$ cat config.mk
export PLATFORM = sky130hd
export DESIGN_NAME = rearb_point_detect
export DESIGN_NICKNAME = d
export VERILOG_FILES = /design/src/rtl/rap_pkg.sv /design/src/rtl/rap_xfer_decode.sv /design/src/rtl/rap_burst_fsm.sv /design/src/rtl/rap_slot_timer.sv /design/src/rtl/rearb_point_detect.sv
export SDC_FILE = /design/constraint.sdc
export NUM_CORES = 1
export LEC_CHECK = 0
export CORE_ASPECT_RATIO = 1.4
export CORE_MARGIN = 4
export CORE_UTILIZATION = 40
export DETAILED_ROUTE_END_ITERATION = 16
export PLACE_DENSITY_LB_ADDON = 0.12
export SYNTH_ARGS = -nofsm -noshare
export SYNTH_HDL_FRONTEND = slang
export SYNTH_HIERARCHICAL = 1
export SYNTH_SLANG_ARGS = --single-unit
$ cat constraint.sdc
create_clock -name clk -period 3 [get_ports clk]
set_input_delay 0.6 -clock clk [delete_from_list [all_inputs] [get_ports clk]]
set_output_delay 0.6 -clock clk [all_outputs]
set_load 0.05 [all_outputs]
$ cat src/rtl/rap_pkg.sv
package rap_pkg;

    localparam int BEAT_W = 4;

    typedef enum logic [1:0] {
        TR_IDLE = 2'b00,
        TR_BUSY = 2'b01,
        TR_NSEQ = 2'b10,
        TR_SEQ  = 2'b11
    } trans_e;

    typedef enum logic [1:0] {
        BRK_NONE = 2'b00,
        BRK_4    = 2'b01,
        BRK_8    = 2'b10,
        BRK_16   = 2'b11
    } brk_e;

    typedef enum logic [1:0] {
        ST_IDLE  = 2'b00,
        ST_FIXED = 2'b01,
        ST_UNDEF = 2'b10
    } bst_e;

    typedef struct packed {
        logic       idle_acc;
        logic       busy;
        logic       ns_acc;
        logic       sq_acc;
        logic       single;
        logic       undef;
        logic [1:0] len_sel;
    } xfer_t;

    function automatic logic [BEAT_W-1:0] last_index(input logic [1:0] len_sel);
        logic [BEAT_W-1:0] r;
        unique case (len_sel)
            2'b01:   r = BEAT_W'(3);
            2'b10:   r = BEAT_W'(7);
            default: r = BEAT_W'(15);
        endcase
        return r;
    endfunction

    function automatic logic [BEAT_W-1:0] break_mask(input logic [1:0] sel);
        return BEAT_W'((1 << (int'(sel) + 1)) - 1);
    endfunction

endpackage

$ cat src/rtl/rap_xfer_decode.sv
module rap_xfer_decode
    import rap_pkg::*;
(
    input  logic [1:0] xfer_type,
    input  logic [2:0] burst_kind,
    input  logic       xfer_ready,
    output xfer_t      xf
);
    always_comb begin
        xf          = '0;
        xf.idle_acc = (xfer_type == TR_IDLE) && xfer_ready;
        xf.busy     = (xfer_type == TR_BUSY);
        xf.ns_acc   = (xfer_type == TR_NSEQ) && xfer_ready;
        xf.sq_acc   = (xfer_type == TR_SEQ) && xfer_ready;
        xf.single   = (burst_kind == 3'b000);
        xf.undef    = (burst_kind == 3'b001);
        xf.len_sel  = burst_kind[2:1];
    end
endmodule

$ cat src/rtl/rap_burst_fsm.sv
module rap_burst_fsm
    import rap_pkg::*;
(
    input  logic       clk,
    input  logic       rst_n,
    input  xfer_t      xf,
    input  logic [1:0] brk_sel,
    output logic       end_pt,
    output logic       in_burst,
    output logic       burst_start
);
    bst_e              state_q, state_d;
    logic [BEAT_W-1:0] idx_q, idx_d;
    logic [1:0]        len_q, len_d;
    logic [1:0]        brk_q, brk_d;
    logic              fixed_last, undef_brk;

    assign fixed_last = (idx_q == last_index(len_q));
    assign undef_brk  = (brk_q != BRK_NONE) &&
                        ((idx_q & break_mask(brk_q)) == break_mask(brk_q));

    always_comb begin
        state_d = state_q;
        idx_d   = idx_q;
        len_d   = len_q;
        brk_d   = brk_q;
        if (xf.ns_acc) begin
            if (xf.single) begin
                state_d = ST_IDLE;                  // single_done
            end else begin
                state_d = xf.undef ? ST_UNDEF : ST_FIXED;  // start_undef / start_fixed
                idx_d   = BEAT_W'(1);
                len_d   = xf.len_sel;
                brk_d   = brk_sel;
            end
        end else if (xf.sq_acc) begin
            unique case (state_q)
                ST_IDLE:  ;
                ST_FIXED: begin
                    idx_d = idx_q + 1'b1;
                    if (fixed_last) state_d = ST_IDLE;  // fixed_last
                end
                ST_UNDEF: idx_d = idx_q + 1'b1;         // beat
                default:  state_d = ST_IDLE;
            endcase
        end else if (xf.idle_acc) begin
            state_d = ST_IDLE;                          // abandon
        end
    end

    always_ff @(posedge clk or negedge rst_n) begin
        if (!rst_n) begin
            state_q <= ST_IDLE;
            idx_q   <= '0;
            len_q   <= 2'b11;
            brk_q   <= BRK_NONE;
        end else begin
            state_q <= state_d;
            idx_q   <= idx_d;
            len_q   <= len_d;
            brk_q   <= brk_d;
        end
    end

    always_comb begin
        end_pt      = 1'b0;
        in_burst    = (state_q != ST_IDLE);
        burst_start = xf.ns_acc && !xf.single;
        unique case (state_q)
            ST_FIXED: end_pt = xf.sq_acc && fixed_last;
            ST_UNDEF: end_pt = xf.sq_acc && undef_brk;
            default:  end_pt = 1'b0;
        endcase
    end

    // the beat index never runs past the last beat of a fixed burst
    a_r3_idx_bound: assert property (@(posedge clk) disable iff (!rst_n)
        (state_q == ST_FIXED) |-> (idx_q <= last_index(len_q)));

    // captured break spacing stays frozen during an INCR burst
    a_r5_brk_frozen: assert property (@(posedge clk) disable iff (!rst_n)
        (state_q == ST_UNDEF && !xf.ns_acc) |=> $stable(brk_q));

    // the final fixed beat closes the burst
    a_r3_close: assert property (@(posedge clk) disable iff (!rst_n)
        (state_q == ST_FIXED && xf.sq_acc && fixed_last) |=> (state_q == ST_IDLE));
endmodule

$ cat src/rtl/rap_slot_timer.sv
module rap_slot_timer #(
    parameter int SLOT_W = 8
) (
    input  logic              clk,
    input  logic              rst_n,
    input  logic              load,
    input  logic              run,
    input  logic [SLOT_W-1:0] limit,
    output logic              slot_hit
);
    logic [SLOT_W-1:0] cnt_q;
    logic              en_q;

    always_ff @(posedge clk or negedge rst_n) begin
        if (!rst_n) begin
            cnt_q <= '0;
            en_q  <= 1'b0;
        end else if (load) begin
            cnt_q <= limit;
            en_q  <= (limit != '0);
        end else if (run && cnt_q != '0) begin
            cnt_q <= cnt_q - 1'b1;
        end
    end

    assign slot_hit = en_q && (cnt_q == '0);

    // counter never wraps away from zero on its own
    a_r7_hold_zero: assert property (@(posedge clk) disable iff (!rst_n)
        (!load && cnt_q == '0) |=> (cnt_q == '0));

    // one step down per clock while a burst runs
    a_r6_step: assert property (@(posedge clk) disable iff (!rst_n)
        (run && !load && cnt_q != '0) |=> (cnt_q == $past(cnt_q) - 1'b1));
endmodule

$ cat src/rtl/rearb_point_detect.sv
module rearb_point_detect
    import rap_pkg::*;
#(
    parameter int SLOT_W = 8
) (
    input  logic              clk,
    input  logic              rst_n,
    input  logic [1:0]        xfer_type,
    input  logic [2:0]        burst_kind,
    input  logic              xfer_ready,
    input  logic [1:0]        incr_break_sel,
    input  logic [SLOT_W-1:0] slot_limit,
    output logic              rearb_ok
);
    xfer_t xf;
    logic  end_pt, in_burst, burst_start, slot_hit, seq_pt, slot_load;

    rap_xfer_decode u_dec (
        .xfer_type  (xfer_type),
        .burst_kind (burst_kind),
        .xfer_ready (xfer_ready),
        .xf         (xf)
    );

    rap_burst_fsm u_fsm (
        .clk         (clk),
        .rst_n       (rst_n),
        .xf          (xf),
        .brk_sel     (incr_break_sel),
        .end_pt      (end_pt),
        .in_burst    (in_burst),
        .burst_start (burst_start)
    );

    assign seq_pt    = xf.sq_acc && in_burst && (end_pt || slot_hit);
    assign slot_load = burst_start || seq_pt;

    rap_slot_timer #(.SLOT_W(SLOT_W)) u_slot (
        .clk      (clk),
        .rst_n    (rst_n),
        .load     (slot_load),
        .run      (in_burst),
        .limit    (slot_limit),
        .slot_hit (slot_hit)
    );

    assign rearb_ok = xf.idle_acc || (xf.ns_acc && xf.single) || seq_pt;

    // accepted idle always allows a switch
    a_r1_idle: assert property (@(posedge clk) disable iff (!rst_n)
        (xfer_type == 2'b00 && xfer_ready) |-> rearb_ok);

    // accepted single always allows a switch
    a_r2_single: assert property (@(posedge clk) disable iff (!rst_n)
        (xfer_type == 2'b10 && burst_kind == 3'b000 && xfer_ready) |-> rearb_ok);

    // no switch during wait states or busy cycles
    a_r8_quiet: assert property (@(posedge clk) disable iff (!rst_n)
        (!xfer_ready || xfer_type == 2'b01) |-> !rearb_ok);

    // SEQ outside a burst never allows a switch
    a_r9_stray_seq: assert property (@(posedge clk) disable iff (!rst_n)
        (!in_burst && xfer_type == 2'b11) |-> !rearb_ok);
endmodule

# == Word-level counts from Yosys, hierarchy flattened ==
# Index checks and enable logic that the tools add are counted.
# classes
n_reduce_logical,34
n_shift,1
muxes,15
add_sub_neg,4
eq_ne,12
bitwise_logic,2
# ops
cell,count
$shl A1 B32 Y4 const A,1
$mux W4,4
$mux W8,2
$reduce_bool A8 Y1,2
$logic_and A1 B1 Y1,12
$mux W2,6
$reduce_bool A2 Y1,5
$eq A2 B2 Y1 const B,4
$eq A4 B4 Y1,2
$logic_not A8 Y1,1
$pmux W4 S2,1
$sub A8 B1 Y8 const B,1
$reduce_and A3 Y1,2
$add A4 B1 Y4 const B,1
$and A4 B4 Y4,1
$eq A2 B1 Y1 const B,2
$logic_not A2 Y1,2
$logic_or A1 B1 Y1,4
$ne A4 B3 Y1 const B,1
$pmux W2 S2,1
$reduce_or A2 Y1,2
$sub A4 B2 Y4 const B,1
$add A2 B1 Y3 const B,1
$eq A3 B1 Y1 const B,1
8 further kinds,8
# word_totals
out_inout_bits,1
inputBits,18
wordCells,74
reg_bits,19

# == Logic depth before layout (Yosys ltp) ==
# logic_depth
depth_word,12
ltp_mapped,11

# == By module ==
# The synthesis kept the hierarchy.
# modules_own_cells
mod,seq_area_each_um2,cells_per_inst,instances,area_each_um2
rap_burst_fsm,252.7,67,1,669.4
rap_slot_timer,225.2,64,1,593.1
rap_xfer_decode,0.0,8,1,61.3
rearb_point_detect,0.0,4,1,27.5

# == Worst setup path after synthesis ==
# OpenSTA, ideal clock, no wires.
# synth_path
path_type,input port to flip-flop
from,in burst_kind[2]
to,reg u_slot.cnt_q[6]
path_stages,7
setup_time_ps,88
t_required_ps,2912
arrival_ps,2411
slack_ps,502
n_path_buf,1
cell_sequence,nor3_1 nor2b_4 buf_6 nand2b_1 or3b_2 or4_1 o211ai_1
# synth_via
elab_chain_cells,5
word_cells_on_any_way,6
# synth_rtl
element,line,source
start: declaration,rearb_point_detect.sv:9,"input logic [2:0] burst_kind,"
$logic_not A3 Y1 *,rap_xfer_decode.sv:15,xf.single = (burst_kind == 3'b000);
$logic_not A1 Y1 *,rap_burst_fsm.sv:68,burst_start = xf.ns_acc && !xf.single;
$logic_and A1 B1 Y1 *,rap_burst_fsm.sv:68,
via burst_start,rearb_point_detect.sv:16,"logic end_pt, in_burst, burst_start, slot_hit, seq_pt, slot_load;"
$logic_or A1 B1 Y1 *,rearb_point_detect.sv:36,assign slot_load = burst_start || seq_pt;
via slot_load,rearb_point_detect.sv:16,
$mux W8 or $reduce_bool A2 Y1 (tied branches),--,
end signal: assignment,rap_slot_timer.sv:19,cnt_q <= limit;
end signal: assignment,rap_slot_timer.sv:22,cnt_q <= cnt_q - 1'b1;
end: declaration,rap_slot_timer.sv:11,logic [SLOT_W-1:0] cnt_q;
# Mark *: on every way through the listed nets, which the timed path passes. The rest lies on a longest branch.
# A chain may end at the register's enable or synchronous reset.

==> summary.md <==
| Metric | Value |
|---|---|
| Status | complete, no violations |
| Max VDD drop | 0.296 mV |
| Fin crit share | 91.2% |
| Total grt overflow | 0 |
| R2R Setup Slk | 0.39 ns |
| Worst Hold End | u_fsm/len_q[1]$_DFFE_PN1P_ |
| WHS Path Cells | 2 |
| Clock Skew | 0.00186 ns |
| Bufs on Longest Clock Path | 2 |
| Antenna viol nets, final | 0 |
| First-iteration detailed-routing DRC count | 8 |
| Core area | 3180 sq um |
| Root Driver | clkbuf_8 |
| GRT Total Usage | 15.9% |
| Starting Density | 42.2% |
| Syn avg cell area | 9.45 sq um |
| Routability Congestion | 0.859 |
| Fin util | 51.0% |
| Worst rel slew slack | 39.5% |
| Mapped Cells | 142 |
| Slew Viols, Final | 0 |
| Pwr/cell area | 662 nW/um^2 |
| Drt drc | 0 |
| Die Ht | 76.6 um |
| Clk_lat worst skew | 0.26 ns |
| Post_cts resized | 0 |
| CTS tree | done |
| Hold Crit Start | u_fsm/len_q[1]$_DFFE_PN1P_ |
| Worst r2r src | u_fsm/len_q[1]$_DFFE_PN1P_ |
| Largest net degree at the start of global routing | 20 |
| I/O Pins | 19 |
| Initial antenna violation count | 0 |
| Hold Fails Final Rpt | 0 |
| Clock slew at reported path FFs | 0.08 ns |
| Mapped cell area | 1340 sq um |
| Std cell rows | 24 |
| Share of layout cells above drive strength 1 | 17.7% |
| H-tree levels | 1 |
| Worst r2r path cells | 10 |
| Post-CTS setup buffer count | 0 |
| Critical Path RT | 2.40 ns |
| Placed wire-length estimate | 2440 um |
| Syn_nets | 166 |
| Fin Setup TNS | 0 ns |
| Tmin final | 2.74 ns |
| CP Capture Type | output pin |
| Port Buffers | 18 |
| Total placed cells including tap cells | 199 |
| Maximum fanout along the worst path | 4 |
| Layout net count | 189 |
| Post-Layout Inst Area | 1620 sq um |
| Worst slack, placed | 0.120 ns |
| RSZ-0062 raised after global routing | no |
| Setup ws final | 0.265 ns |
| Post-DR wirelength/cell | 15.6 um |
| Post-Layout Cell Count | 203 |
| Crit Reg-Reg Endpoint | u_slot/cnt_q[6]$_DFFE_PN0P_ |
| Die area | 4360 sq um |
| First-pass GRT wire length | 5620 um |
| Worst min path class | reg2reg |
| Setup violations, final | 0 |
| Vias in the first global route | 1228 |
| CP Data Arrival Time | 2.14 ns |
| Startpoint types | input port |
| Max cap viols | 0 |
| Leakage | 0.000659 uW |
| Slew @ Worst Pin | 0.905 ns |
| Die width | 57.0 um |
| YS warnings | 6 |
| CTS Buf Count | 3 |
| Hold Buf Count CTS | 0 |
| Dpl cell area | 1580 sq um |
| DR pass1 iterations | 4 |
| ANT cells | 0 |
| Vias | 1138 |
| WL final | 3170 um |
| Syn-to-layout area delta | 20.9% |
| WS Path Type | in2out |
| Num Clock Sinks | 19 |
| DR vias/cell | 5.61 |
| Fmax | 366 MHz |
==> per-stage QoR <==
stage | hold slack (ns) | total power (uW)
after floorplan | 0.304 | 762
after global placement | 0.500 | 871
after detailed placement | 0.493 | 889
after CTS | 0.509 | 1080
after global routing | 0.549 | 1170
final | 0.508 | 1070
==> critical path: stages <==
cell             delay, ns
clkdlybuf4s50_1       0.49
and3_2                0.23
and4_4                0.22
nand2_1               0.05
o2bb2ai_1             0.16
o211ai_2              0.10
nand2_1               0.14
buf_12                0.15
==> layer usage <==
layer  track usage [%]  routed length, um  share of wire, %  vias up
li1                  -                  -                 -      573
met1              19.1               1290                41      540
met2              27.3               1710                54       19
met3              2.54                115               3.6        6
met4              6.50                 52               1.6        0
met5                 0                  0                 0        -
==> state kept, by name, indices dropped and copies added (netlist names) <==
| register | count |
|---|---|
| u_fsm/idx_q | 4 |
| u_slot/cnt_q | 8 |
| u_fsm/brk_q | 2 |
| u_fsm/state_q | 2 |
| u_fsm/len_q | 2 |
| u_slot/en_q | 1 |
==> placed cells by master (no fill, tap or decap), types with 2 or more instances in the layout <==
master and instances:
nor2_1 7, a21oi_1 6, a41oi_1 3, ha_1 6, o21ai_0 5, and3_1 2, a2bb2oi_1 2, a31oi_1 3
mux2_4 3, inv_1 11, or3_1 2, nor3_1 5, o211ai_1 5, dfrtp_1 17, and3b_2 2, nand4_1 3
clkdlybuf4s50_1 17, nand3_1 4, nor3b_1 4, nand2_1 9, clkbuf_8 3, buf_4 7, xor2_1 3, o311ai_0 2
or3b_2 2, nand2b_1 3, dfstp_2 2, nor4b_1 2, a211o_2 2
==> report_power, final <==
group / internal, uW / total (uW) / switching [uW]
registers: 347 / 460 / 113
clock network: 92.4 / 185 / 92.2
logic: 213 / 430 / 217
==> layout make-up <==
type | instances | area [sq um]
Tap cell | 39 | 48.8
Fill cell | 318 | 1560
Timing Repair Buffer | 25 | 243
Sequential cell | 19 | 478
Multi-Input combinational cell | 104 | 762
Inverter | 12 | 45.0
Clock buffer | 3 | 41.3
Clock inverter | 1 | 5.00
==> worst max path at each step <==
stage                             start                          end  slack, ns  cells after the start
after floorplan           burst_kind[2]  u_slot/cnt_q[6]$_DFFE_PN0P_       0.50                      7
after global placement       xfer_ready  u_slot/cnt_q[6]$_DFFE_PN0P_       0.18                     10
after detailed placement   xfer_type[0]  u_slot/cnt_q[6]$_DFFE_PN0P_       0.12                     10
after CTS                  xfer_type[0]                     rearb_ok       0.26                      8
after global routing       xfer_type[0]                     rearb_ok       0.17                      8
final                      xfer_type[0]                     rearb_ok       0.26                      8
Power figures use the tool's default switching activity.
